`src/rtl/sync_burst_sram.sv`:
```
module sync_burst_sram #(
  parameter int AW     = 6,
  parameter int NBYTES = 4,
  parameter int BYTE_W = 8
) (
  input  logic                     clk,
  input  logic                     rst_n,
  input  logic                     ce1_n,
  input  logic                     ce2,
  input  logic                     ce3_n,
  input  logic                     adsp_n,
  input  logic                     adsc_n,
  input  logic                     adv_n,
  input  logic                     gw_n,
  input  logic                     bwe_n,
  input  logic [NBYTES-1:0]        bw_n,
  input  logic [AW-1:0]            addr,
  input  logic [NBYTES*BYTE_W-1:0] wdata,
  input  logic                     oe_n,
  input  logic                     zz,
  output logic [NBYTES*BYTE_W-1:0] dq_out,
  output logic                     dq_oe
);
  localparam int DW    = NBYTES * BYTE_W;
  localparam int DEPTH = 1 << AW;

  logic [DW-1:0] mem [DEPTH];
  logic [1:0]    slp_cnt;
  logic          burst_on;
  logic          rd_q;
  logic [AW-1:0] addr_q;

  wire awake     = !zz && (slp_cnt == 2'd0);
  wire sel       = !ce1_n && ce2 && !ce3_n;
  wire p_strobe  = !adsp_n && !ce1_n;
  wire c_strobe  = !adsc_n && !p_strobe;
  wire any_wr    = !gw_n || (!bwe_n && !(&bw_n));
  wire start     = (p_strobe || c_strobe) && sel;
  wire deselect  = (p_strobe || c_strobe) && !sel;
  wire go_on     = !p_strobe && !c_strobe && burst_on;

  wire [AW-1:0] nxt_addr = {addr_q[AW-1:2], addr_q[1:0] + 2'd1};
  wire [AW-1:0] acc_addr = start ? addr : (adv_n ? addr_q : nxt_addr);

  wire do_wr = awake && ((start && c_strobe && any_wr) || (go_on && any_wr));
  wire do_rd = awake && ((start && !(c_strobe && any_wr)) || (go_on && !any_wr));
  wire [NBYTES-1:0] ben = gw_n ? ~bw_n : {NBYTES{1'b1}};

  always_ff @(posedge clk or negedge rst_n) begin
    if (!rst_n) begin
      slp_cnt  <= 2'd0;
      burst_on <= 1'b0;
      rd_q     <= 1'b0;
      addr_q   <= '0;
    end else if (zz) begin
      if (slp_cnt != 2'd2) slp_cnt <= slp_cnt + 2'd1;
      burst_on <= 1'b0;
      rd_q     <= 1'b0;
    end else if (slp_cnt != 2'd0) begin
      slp_cnt  <= slp_cnt - 2'd1;
      burst_on <= 1'b0;
      rd_q     <= 1'b0;
    end else begin
      rd_q <= do_rd;
      if (start) begin
        burst_on <= 1'b1;
        addr_q   <= addr;
      end else if (deselect) begin
        burst_on <= 1'b0;
      end else if (burst_on) begin
        addr_q <= acc_addr;
      end
    end
  end

  for (genvar b = 0; b < NBYTES; b++) begin : g_lane
    always_ff @(posedge clk) begin
      if (do_wr && ben[b])
        mem[acc_addr][b*BYTE_W +: BYTE_W] <= wdata[b*BYTE_W +: BYTE_W];
    end
  end

  assign dq_out = mem[addr_q];
  assign dq_oe  = rd_q && !oe_n && !zz;
endmodule

```
`config.mk`:
```
export PLATFORM = sky130hd
export DESIGN_NAME = sync_burst_sram
export DESIGN_NICKNAME = d
export VERILOG_FILES = /design/src/rtl/sync_burst_sram.sv
export SDC_FILE = /design/constraint.sdc
export NUM_CORES = 2
export LEC_CHECK = 0
export ABC_CLOCK_PERIOD_IN_PS = 6600
export CAP_MARGIN = 10
export CORE_MARGIN = 2
export CORE_UTILIZATION = 30
export CTS_CLUSTER_DIAMETER = 50
export DETAILED_ROUTE_END_ITERATION = 6
export DONT_BUFFER_PORTS = 1
export PLACE_DENSITY = 0.49
export SETUP_SLACK_MARGIN = 0.02
export SLEW_MARGIN = 20
export SYNTH_ARGS = -nofsm -noshare
export SYNTH_HDL_FRONTEND = slang
export SYNTH_SLANG_ARGS = --single-unit
```
`constraint.sdc`:
```
create_clock -name clk -period 6.6 [get_ports clk]
set_clock_uncertainty 0.1 [all_clocks]
set_input_delay 0 -clock clk [delete_from_list [all_inputs] [get_ports clk]]
set_output_delay 0 -clock clk [all_outputs]
set_load 0.01 [all_outputs]
```
# --- Word-level counts from Yosys, hierarchy flattened ---
# Memories as Yosys holds them, arrays and structs flattened.
# Cells that the tools add are included.
word_totals:
  mem_bits_rw: 2048
  ff_bits: 10
  word_cells: 87
  out_inout_bits: 33
  memories: 1
  inputBits: 54
memory_table:
  columns: ["name", "words", "word_bits", "read_ports", "rd_ports_with_merged_regs", "write_ports", "line_no", "text"]
  rows:
  - ["mem", 64, 32, 1, 0, 1, "27", "logic [DW-1:0] mem [DEPTH];"]
classes:
  bitwise: 3
  n_eq_ne: 3
  muxes: 23
  n_addsub: 3
  n_reduce_logical: 50
ops:
  columns: ["op", "count"]
  rows:
  - ["$logic_and 1x1->1", 24]
  - ["$mux 6", 4]
  - ["$logic_not 1->1", 14]
  - ["$mux 1", 14]
  - ["$mux 2", 4]
  - ["$reduce_and 4->1", 2]
  - ["$reduce_bool 2->1", 3]
  - ["$add 2x1->2 const B", 2]
  - ["$logic_or 1x1->1", 4]
  - ["$mux 4", 1]
  - ["$ne 2x2->1 const B", 2]
  - ["$not 4->4", 1]
  - ["$reduce_bool 4->1", 1]
  - ["$logic_not 2->1", 1]
  - ["$ne 2x1->1 const B", 1]
  - ["$not 1->1", 2]
  - ["$reduce_and 2->1", 1]
  - ["$sub 2x1->2 const B", 1]

# --- Depth between registers and ports, before layout ---
depth:
  word_depth: 13
  depth_mapped: 11
  mapped_depth_nobuf: 5

# --- Least setup slack after synthesis ---
# OpenSTA, ideal clock, no wires.
synth_path:
  path_kind: "register -> register"
  startpoint: "register slp_cnt[0]"
  endpoint: "memory mem[31][24] in the netlist's numbering, enable pin"
  stages_incl_launch_ff: 7
  path_buffers: 2
  slack_ns: 3.824
  period_less_slack_ns: 2.776
  required_time_ns: 6.117
  setup_time_ns: 0.383
  arrival_time_ns: 2.292
  path_cell_list: "dfrtp_1 or3_1 a21oi_1 nand3_1 clkbuf_1 clkbuf_1 nor3_1"
synth_via:
  elab_chain_len: 6
synth_lines:
  columns: ["element", "line_no", "text"]
  rows:
  - ["from (decl)", "28", "logic [1:0] slp_cnt;"]
  - ["from (signal assigned)", "56", "if (slp_cnt != 2'd2) slp_cnt <= slp_cnt + 2'd1;"]
  - ["from (signal assigned)", "60", "slp_cnt <= slp_cnt - 2'd1;"]
  - ["$logic_not 2->1", "33", "wire awake = !zz && (slp_cnt == 2'd0);"]
  - ["$logic_and 1x1->1", "33", null]
  - ["$logic_and 1x1->1", "45", "wire do_wr = awake && ((start && c_strobe && any_wr) || (go_on && any_wr));"]
  - ["$logic_and 1x1->1", "78", "if (do_wr && ben[b])"]
  - ["$mux 1", "78", null]
  - ["$mux 1 (not written as such)", "79", "mem[acc_addr][b*BYTE_W +: BYTE_W] <= wdata[b*BYTE_W +: BYTE_W];"]
  - ["to (decl)", "27", null]
# Every way passes these cells.

# --- Worst setup path in the final report ---
layout_path:
  startpoint: "register addr_q[1]"
  endpoint: "output port dq_out[31]"
layout_via:
  elab_chain_len: 1
layout_lines:
  columns: ["element", "line_no", "text"]
  rows:
  - ["from (decl)", "31", "logic [AW-1:0] addr_q;"]
  - ["from (signal assigned)", "67", "addr_q <= addr;"]
  - ["from (signal assigned)", "71", "addr_q <= acc_addr;"]
  - ["$mem_v2 64x32", null, null]
  - ["to (decl)", "21", "output logic [NBYTES*BYTE_W-1:0] dq_out,"]
# Every way passes these cells.

==> reports/qor.txt <==
slew of the pin with the lowest slew margin - 1.20 ns
drt total wl - 230000 microns
vias post-DR - 39200
I/O pin cnt - 87
ranking of synthesized cells by area - edfxtp_1 77%, mux4_2 15%, nor3_1 1.4%
crit path max fanout - 60
Antenna Nets Post-Route - 0
Mapped Nets - 3745
area leader, netlist - edfxtp_1
max-slew violations - 0
highest metal used - met5
Pre-antenna DRT Iters - 5
max cap viols - 0
Die Width - 521 microns
Netlist cell types - 51
syn avg cell area - 21.7 sq um
Routability Congestion - 0.784
max_slew headroom - 20.3%
Top FF cell, synth - edfxtp_1
reg2reg start - addr_q[1]
gr usage total - 16.8%
FILL cells - 24300
PwrDens - 405 mW/mm^2
Worst Path Arrival - 4.94 ns
yosys warns - 0
min-delay src - wdata[31]
WS Path Type - flop to output port
largest net degree at the start of global routing - 106
top cells by count, synth - 2048 x edfxtp_1, 540 x mux4_2, 225 x nor3_1
top-count cell post-synth - edfxtp_1
setup TNS - 0 ns
number of global-route vias before repair - 39600
Worst VDD drop - 0.423 mV
grt ovf - 0
min-delay worst type - input port to flop
first-pass GRT wire length - 323000 microns
post-route DRC violation count - 0
reg2reg end - mem[20][24]
met2 WL post-DR - 113000 microns
EDFF count, synth - 2048
fmax - 199 MHz
top cell type's share of synthesized area - 76.7%
fin worst setup slack - 1.56 ns
Leak - 0.0282 uW
# H-tree levels - 4
hold endpoint - mem[4][31]
core box area - 0.266 sq mm
Critical Path End Type - output port
Worst EP required - 6.50 ns
outcome - complete, no violations
HPWL after DPL - 137000 microns
synthesis-to-finish area growth - 16.7%
initial antenna violation count - 19
DR WL met3 - 12500 microns
Hold Crit Depth - 2
vias per inst - 5.15
reg2reg setup slack - 2.21 ns
Metal-1 WL - 98000 microns
Setup crit start - addr_q[1]
layout net count - 3952
PortBufs - 0
worst r2r path cells - 6
Min Clock Period, post-route - 5.04 ns
Iter 0 DRT Violations - 4114
Die Height - 521 microns
die area - 0.271 sq mm
clk sinks - 2058
Place WS - 2.06 ns
placed cells - 7135
FFs w/ async S/R, synth - 0.486%
Rows - 189
Post-Syn Area - 0.0802 sq mm
worst-skew pair later-pin latency - 0.86 ns
Max clock buf depth - 3
Final Non-Filler Cells - 7611
Num CTS Buffers - 205
CP Launch Type - flop
CTS tree - yes
layout cell share with drive strength beyond 1 - 30.5%
post-route clock period utilization - 76.3%
DR WL/cell - 30.2 microns
Final Hold Fails - 0
Yosys reg bits - 2058
share of the yosys chip area belonging to registers - 77.0%
Post-Syn Instances - 3691
Final setup viols - 0
clk slew on worst S/H paths - 0.06 ns
initial core utilization - 30.2%
Root Buffer - clkbuf_16
RSZ-0062 raised after global routing - no
## area by class of cell
| type | count | area [sq um] | share of cell area (%) |
|---|---|---|---|
| clock inverter | 147 | 1430 | 1.53 |
| sequential | 2058 | 61800 | 66.0 |
| clock buffer | 234 | 5300 | 5.66 |
| timing repair buffer | 262 | 2850 | 3.04 |
| tap | 3533 | 4420 | 4.72 |
| inverter | 4 | 16.3 | 0.0174 |
| multi-input combinational | 1367 | 17800 | 19.0 |
| antenna | 6 | 15.0 | 0.0160 |
## cell usage in the layout, fill, tap and decap left out, types with 42 or more instances in the layout
cell type and count:
clkinv_2 45, clkinv_1 42, mux4_2 540, buf_4 166
a21oi_1 43, clkbuf_16 208, o22ai_1 88, edfxtp_1 2048
nor3_1 119, nor2_1 116, nand2_1 84, mux2i_1 64
dlygate4sd3_1 56, nor3_2 107
## how the worst max path moves through the flow
stage	endpoint	slack, ns	cells past startpoint
5_1_grt	dq_out[27]	1.33	7
2_1_floorplan	mem[31][24]	3.82	6
3_3_place_gp	dq_out[27]	1.78	7
4_1_cts	dq_out[27]	1.34	7
6_report	dq_out[31]	1.56	7
3_5_place_dp	mem[18][26]	2.06	6
## kinds of logic after synthesis
| logic type | count (synthesis) | synth area share, % |
|---|---|---|
| AND/OR/NAND/NOR | 495 | 2.91 |
| buffers and inverters | 266 | 1.72 |
| XOR/XNOR | 2 | 0.0218 |
| flip-flops | 2058 | 77.0 |
| multiplexers | 635 | 16.4 |
| AO/OA/AOI/OAI | 235 | 1.96 |
## per-layer routing
layer / vias to the layer above / GRT usage (%)
met4: 8 / 4.99
met2: 1289 / 27.6
li1: 16100 / -
met1: 21500 / 23.1
met5: - / 0
met3: 309 / 2.43
## registers in the layout (all words and copies together) (netlist names)
signal / cells
addr_q: 6
burst_on: 1
slp_cnt: 2
mem: 2048
rd_q: 1
## worst max-delay path, stage by stage, from the launching register on
cell	delay, ns
dfrtp_4	0.82
buf_4	0.63
buf_4	0.83
mux4_2	0.62
mux2i_1	0.29
a221oi_1	0.21
nor2_1	0.36
nor2_1	0.21
## through the flow
stage / power (uW) / hold slack [ns] / cell area (sq um) / utilization [%]
after floorplan: 21700 / -0.396 / 80200 / -
after global placement: 26300 / -0.392 / 84900 / 32.0
after detailed placement: 26300 / -0.392 / 85200 / 32.1
after CTS: 38400 / 0.00172 / 93400 / 35.2
after global routing: 39100 / 0.0465 / 93600 / 35.3
final: 37900 / 0.0633 / 93600 / 35.3
## where the power goes
| group | internal [uW] | switching, uW |
|---|---|---|
| Sequential | 14400 | 248 |
| Combinational | 4290 | 7270 |
| Clock | 6530 | 5180 |
## what timing repair did
action | CTS | global route
gates resized for setup | 0 | 0
hold buffers | 88 | 0
endpoints found under the hold margin | 2403 | 0
setup buffers | 0 | 0
No activity file was read; power rests on OpenSTA's default activity.
